===== src/rtl/dma_chan_ctrl.sv =====
module dma_chan_ctrl #(
  parameter int ADDR_W      = 16,
  parameter int BANK_BASE   = 'h1000,
  parameter int BANK_STRIDE = 'h40,
  parameter int CHAN_IDX    = 0
) (
  input  logic              clk,
  input  logic              rst_n,
  input  logic              wr_en,
  input  logic [ADDR_W-1:0] wr_addr,
  input  logic [31:0]       wr_data,
  input  logic [ADDR_W-1:0] rd_addr,
  output logic [31:0]       rd_data,
  input  logic [4:0]        evt,
  input  logic              beat_busy,
  output logic              chan_en,
  output logic              llist_en,
  output logic              no_wait_bdone,
  output logic              sw_req_pulse,
  output logic              pause_req,
  output logic              paused,
  output logic              irq,
  output logic              xfer_done
);

  localparam int OFS_W = $clog2(BANK_STRIDE);
  localparam logic [ADDR_W-1:0] BANK_LO  = ADDR_W'(BANK_BASE + CHAN_IDX * BANK_STRIDE);
  localparam logic [ADDR_W-1:0] STRIDE_A = ADDR_W'(BANK_STRIDE);
  localparam logic [OFS_W-1:0] OFS_PAUSE = OFS_W'('h00);
  localparam logic [OFS_W-1:0] OFS_REQ   = OFS_W'('h04);
  localparam logic [OFS_W-1:0] OFS_CFG   = OFS_W'('h08);
  localparam logic [OFS_W-1:0] OFS_INT   = OFS_W'('h0C);
  localparam logic [OFS_W-1:0] OFS_MODE  = OFS_W'('h18);

  logic [ADDR_W-1:0] wr_rel, rd_rel;
  logic              wr_hit, rd_hit;
  logic              wr_pause, wr_req, wr_cfg, wr_int, wr_mode;
  logic [4:0]        sts, sts_clr, ie_full, pend;
  logic [3:0]        ie;
  logic [1:0]        mode;
  logic [2:0]        level;
  logic              pause_d;

  assign wr_rel = wr_addr - BANK_LO;
  assign rd_rel = rd_addr - BANK_LO;
  assign wr_hit = wr_en && (wr_rel < STRIDE_A);
  assign rd_hit = rd_rel < STRIDE_A;

  assign wr_pause = wr_hit && (wr_rel[OFS_W-1:0] == OFS_PAUSE);
  assign wr_req   = wr_hit && (wr_rel[OFS_W-1:0] == OFS_REQ);
  assign wr_cfg   = wr_hit && (wr_rel[OFS_W-1:0] == OFS_CFG);
  assign wr_int   = wr_hit && (wr_rel[OFS_W-1:0] == OFS_INT);
  assign wr_mode  = wr_hit && (wr_rel[OFS_W-1:0] == OFS_MODE);

  assign sts_clr = wr_int ? wr_data[28:24] : 5'b0;
  assign pause_d = wr_pause ? wr_data[0] : pause_req;
  assign ie_full = {1'b1, ie};
  assign pend    = sts & ie_full;
  assign irq     = |pend;

  always_ff @(posedge clk) begin
    if (!rst_n) begin
      chan_en       <= 1'b0;
      llist_en      <= 1'b0;
      no_wait_bdone <= 1'b0;
      ie            <= '0;
      mode          <= '0;
      sts           <= '0;
      pause_req     <= 1'b0;
      paused        <= 1'b0;
      sw_req_pulse  <= 1'b0;
    end else begin
      if (wr_cfg) begin
        chan_en       <= wr_data[0];
        llist_en      <= wr_data[4];
        no_wait_bdone <= wr_data[24];
      end
      if (wr_int)  ie   <= wr_data[3:0];
      if (wr_mode) mode <= wr_data[25:24];
      sts          <= (sts & ~sts_clr) | evt;
      pause_req    <= pause_d;
      paused       <= pause_d && pause_req && (paused || !beat_busy);
      sw_req_pulse <= wr_req && wr_data[0];
    end
  end

  always_comb begin
    if (pend[4])      level = 3'd5;
    else if (pend[3]) level = 3'd4;
    else if (pend[2]) level = 3'd3;
    else if (pend[1]) level = 3'd2;
    else if (pend[0]) level = 3'd1;
    else              level = 3'd0;
  end

  assign xfer_done = (level != 3'd0) && (level >= ({1'b0, mode} + 3'd1));

  always_comb begin
    rd_data = '0;
    if (rd_hit) begin
      case (rd_rel[OFS_W-1:0])
        OFS_PAUSE: rd_data = {29'b0, paused, 1'b0, pause_req};
        OFS_CFG:   rd_data = {7'b0, no_wait_bdone, 19'b0, llist_en, 3'b0, chan_en};
        OFS_INT:   rd_data = {11'b0, sts, 11'b0, ie_full};
        OFS_MODE:  rd_data = {6'b0, mode, 24'b0};
        default:   rd_data = '0;
      endcase
    end
  end

endmodule


===== config.mk =====
export PLATFORM = sky130hd
export DESIGN_NAME = dma_chan_ctrl
export DESIGN_NICKNAME = d
export VERILOG_FILES = /design/src/rtl/dma_chan_ctrl.sv
export SDC_FILE = /design/constraint.sdc
export NUM_CORES = 1
export LEC_CHECK = 0
export BUFFER_PORTS_ARGS = -buffer_cell sky130_fd_sc_hd__buf_4
export CAP_MARGIN = 30
export CORE_UTILIZATION = 34
export CTS_CLUSTER_SIZE = 16
export DETAILED_ROUTE_END_ITERATION = 8
export GPL_TIMING_DRIVEN = 0
export PLACE_DENSITY = 0.81
export SLEW_MARGIN = 15
export SYNTH_ARGS = -nofsm -noshare
export SYNTH_HDL_FRONTEND = slang
export SYNTH_SLANG_ARGS = --single-unit

===== constraint.sdc =====
create_clock -name clk -period 1.3 [get_ports clk]
set_input_delay 0 -clock clk [delete_from_list [all_inputs] [get_ports clk]]
set_output_delay 0 -clock clk [all_outputs]
set_load 0.01 [all_outputs]

* Word level (Yosys, flattened, before mapping) *
Index checks and enable logic that the tools add are counted.

storage, ports and cells
  input port bits = 73
  register bits after elaboration = 17
  output and inout port bits = 40

cells by class
  bitwise gates (word level) = 4
  order comparisons = 3
  equality and inequality tests = 7
  $add $sub $neg = 3
  mux-type cells = 9
  reduce and logical (&&, ||, !) cells = 16

operator list
  cell                    number
  $pmux 26 s4             1
  $lt 16x7->1 const B     2
  $sub 16x13->16 const B  2
  $mux 26                 1
  $eq 6x4->1 const B      4
  $eq 6x5->1 const B      2
  $logic_not 6->1         2
  $and 5x5->5             2
  $logic_and 1x1->1       10
  $eq 6x3->1 const B      1
  $mux 3                  2
  $mux 5                  1
  $not 5->5               1
  $or 5x5->5              1
  $reduce_or 5->1         1
  $mux 2                  2
  $add 2x1->3 const B     1
  $ge 3x3->1              1
  $reduce_bool 3->1       1
  $mux 1                  2
  $logic_not 1->1         1
  $logic_or 1x1->1        1

* Longest topological paths before layout *
  depth in word-level cells = 8
  mapped depth = 9
  depth with buffers taken out = 9

* Worst setup path before layout *
OpenSTA, ideal clock, no wires.

  path kind = register to output
  start point = register ie[1]
  end point = output xfer_done
  buffers on the path = 0
  stages on the path, launching flop included = 10
  slack = -0.104 ns
  arrival time = 1.404 ns
  cell sequence = dfxtp_1 > nand2_1 > a32oi_1 > a21oi_1 > nor2_1 > ha_1 > nand2b_1 > a21oi_1 > nor2b_1 > o21a_1

between the ends
  longest elaborated chain between the ends = 7
  elaborated cells between the ends (all ways) = 8

ends and longest elaborated chain
  element                                                 line  RTL
  start: declaration                                      39    logic [3:0] ie;
  start signal: assignment                                78    if (wr_int) ie <= wr_data[3:0];
  $and 5x5->5 (*)                                         58    assign pend = sts & ie_full;
  $mux 2 (*)                                              91    else if (pend[1]) level = 3'd2;
  $mux 2 (*)                                              90    else if (pend[2]) level = 3'd3;
  $mux 3 (*)                                              89    else if (pend[3]) level = 3'd4;
  $mux 3 (*)                                              88    if (pend[4]) level = 3'd5;
  $ge 3x3->1 / $reduce_bool 3->1 (equally long branches)  96    assign xfer_done = (level != 3'd0) && (level >= ({1'b0, mode} + 3'd1));
  $logic_and 1x1->1 (*)                                   96
  end: declaration                                        23    output logic xfer_done

Every way passes the cells marked *; elsewhere a longest branch is shown, timed or not.

* Worst setup path in the final report *
  start point = register sts[1]
  end point = output xfer_done

between the ends
  longest elaborated chain between the ends = 7
  elaborated cells between the ends (all ways) = 8

ends and longest elaborated chain
  element                                                 line  RTL
  start: declaration                                      38    logic [4:0] sts, sts_clr, ie_full, pend;
  start signal: assignment                                80    sts <= (sts & ~sts_clr) | evt;
  $and 5x5->5 (*)                                         58
  $mux 2 (*)                                              91
  $mux 2 (*)                                              90
  $mux 3 (*)                                              89
  $mux 3 (*)                                              88
  $ge 3x3->1 / $reduce_bool 3->1 (equally long branches)  96
  $logic_and 1x1->1 (*)                                   96

Marks and branches as above.

==> metrics.yaml <==
sta:
  fin_skew_ps: 0.1270
  setup_viol: 1
  fin_crit_ps: 1850
  min_period_over_period: 1.423
  finalMaxSlewViolations: 0
  setup_slack_ps: -550.4
  fmax_ghz: 0.5404
  hold_ws_ps: -5.172
  rsz0062_at_grt: "true"
  timing.final.hold_violations: 1
power:
  switchingPower_uw: 324.2
  powerDensity_nw_per_um2: 587.2
  combPwrFrac: 0.273
  seqPwrFrac: 0.427
  p_int_uw: 951.9
  p_leak_uw: 0.001019
  peakVddDrop_mv: 0.3163
  clock_power_share: 0.300
  swShare: 0.2541
logic_synthesis:
  synth-seq-cells: 17
  synth_area_leaders: "dfxtp_1 (26%), buf_4 (12%), mux2i_1 (7.7%), nand2_1 (6.4%), nor4b_4 (5.5%)"
  synth_common_cells: "nand2_1 (22), buf_4 (20), dfxtp_1 (17)"
  synth_top_cell_by_area: "dfxtp_1"
  synth_top_area_share: 0.2625
  syn_inst: 155
  synth_area_um2: 1296
  ys_warn_count: 0
  yosysMostFrequentCell: "nand2_1"
  async_reset_ff_frac: 0
  synth_flop_cell: "dfxtp_1"
  synth_cell_types: 40
  ys_seq_area_frac: 0.2625
  syn_avg_cell_area_um2: 8.363
  synth_edf_count: 0
routing:
  vias: 1394
  wirelength_mm: 3.323
  dr.pass1.iters: 4
  drt_iter0_markers: 31
  viasPerCell: 4.601
  drc_errors: 0
  post_drt_wl_per_cell_um: 10.97
  route.antenna.remaining_nets: 0
place:
  detailed_place_hpwl_mm: 2.540
  port_buffers: 69
  dp.cells: 291
  post_dp_cell_area_um2: 1948
  place_congestion: 0.7797
layout:
  area_delta_synth_final_pct: 67.66
  postLayoutCellArea_um2: 2173
  regArea_um2: 347.8
  multi_input_area_um2: 903.4
  drive_above_1_share: 0.4627
  num_antenna_cells: 0
  fillerInstances: 320
  layout.nets: 333
  fin_cells: 303
cts:
  cts_buffers: 3
  root_buffer: "clkbuf_8"
  cts_num_sinks: 17
  clkLatencyLatePin_ps: 240
  clk_pin_slew_ps: 60
  clockBufferDepth: 2
  cts_tree: "done"
  h-tree-depth: 1
global_route:
  gr-usage-all-layers: 0.1627
  grt_pass1_vias: 1237
  grt_overflow: 0
  grt_max_degree: 11
  grt_pass1_wl_mm: 5.319
  antenna_found_initial: 0
floorplanning:
  start_util: 0.3541
  coreArea_um2: 3661
  boundaryPins: 113
  die-area_um2: 4063
  die_x_um: 63.75
  rows: 22
  die_h_um: 63.75
critical_path:
  crit_path_start_kind: "flip-flop"
  end_kind: "primary output"
  path_class: "flip-flop to primary output"
  path_max_fanout: 4
  crit_arrival_ps: 1850
  worstPathRequired_ps: 1300
min_path:
  hp-class: "input pin to flip-flop"
run:
  max-cap-violations: 0
run_status:
  run_status: "finished, violations left"
  violations: "negative hold slack, negative setup slack"
[area by class of cell]
type / instances / share of cell area
Multi-Input combinational cell: 124 / 0.4157
Buffer: 23 / 0.07427
Sequential cell: 17 / 0.1600
Timing Repair Buffer: 77 / 0.2844
Inverter: 10 / 0.01727
Clock buffer: 4 / 0.02073
Tap cell: 48 / 0.02763
[worst max-delay path, cell delays in order (launching register included)]
cell and delay [ps]:
dfxtp_2 350, nand2_1 60, a32oi_1 170, a21oi_1 60, nor2_1 110, ha_1 240, nand2b_4 140, a21oi_2 100
nor2b_1 50, o21a_1 190, buf_6 120
[logic make-up after synthesis]
| family | after synthesis | share of synthesized area |
|---|---|---|
| buffers and inverters | 33 | 0.1535 |
| AO/OA/AOI/OAI | 22 | 0.1081 |
| other | 1 | 0.002893 |
| flip-flops | 17 | 0.2626 |
| AND/OR/NAND/NOR | 67 | 0.3485 |
| multiplexers | 11 | 0.08591 |
| adder cells (fa/ha/maj) | 4 | 0.03861 |
[worst paths after layout]
check             start   endpoint  slack (ps)  depth (start not counted)
min          wr_data[2]      ie[2]          -5                          3
max              sts[1]  xfer_done        -550                         10
min reg2reg    llist_en   llist_en         470                          2
max reg2reg   pause_req  pause_req         560                          2
[through the flow]
| stage | setup slack, ps | power [µW] | hold slack, ps | utilization | setup TNS, ps |
|---|---|---|---|---|---|
| after global placement | -257.5 | 855.9 | 188.5 | 0.5321 | -286.9 |
| after detailed placement | -288.5 | 861.4 | 192.0 | 0.5321 | -655.0 |
| after CTS | -542.2 | 1267 | 0.1294 | 0.5707 | -542.2 |
| final | -550.4 | 1276 | -5.172 | 0.5936 | -550.4 |
| after global routing | -645.6 | 1332 | 11.20 | 0.5936 | -750.0 |
| after floorplan | -62.37 | 696.9 | 54.10 | - | -62.37 |
[layout by cell type (no fill, tap or decap), types with 2 or more instances in the layout]
cell	n
buf_6	6
nor2_2	2
nand4_1	2
nor2_1	6
dlygate4sd3_1	7
nor4_4	2
nor3_1	3
and2_1	6
nand3_1	2
clkbuf_1	4
conb_1	20
dfxtp_1	11
a31oi_1	5
nor4b_1	3
buf_4	84
clkbuf_8	3
o21ai_0	7
nor4b_4	3
ha_1	4
inv_1	10
dfxtp_2	6
nor2b_1	2
nand2_1	22
mux2i_1	10
[layer usage]
| layer | wire, µm | GRT usage | share of wire | vias to the layer above |
|---|---|---|---|---|
| met3 | 225 | 0.02500 | 0.068 | 10 |
| met2 | 1628 | 0.2793 | 0.49 | 59 |
| met4 | 109 | 0.09375 | 0.033 | 0 |
| li1 | - | - | - | 710 |
| met1 | 1360 | 0.1904 | 0.41 | 615 |
| met5 | 0 | 0 | 0 | - |
[power by group through the flow]
stage,Combinational (µW),Clock (µW),Sequential [µW]
4_1_cts,333,390,544
3_3_place_gp,301,0,555
6_report,349,383,544
5_1_grt,378,407,546
3_5_place_dp,306,0,555
2_1_floorplan,146,0,551
[flip-flops by register name (all words and copies together) (netlist names)]
| name | count |
|---|---|
| chan_en | 1 |
| pause_req | 1 |
| ie | 4 |
| paused | 1 |
| sw_req_pulse | 1 |
| llist_en | 1 |
| sts | 5 |
| mode | 2 |
| no_wait_bdone | 1 |
[timing repair]
action | 4_1_cts | 5_1_grt
endpoints found under the setup margin | 9 | 13
resized for setup | 5 | 17
setup buffers | 0 | 1
pin swaps | 1 | 7
endpoints found under the hold margin | 7 | 0
hold buffers | 7 | 0
Power figures use the tool's default switching activity.
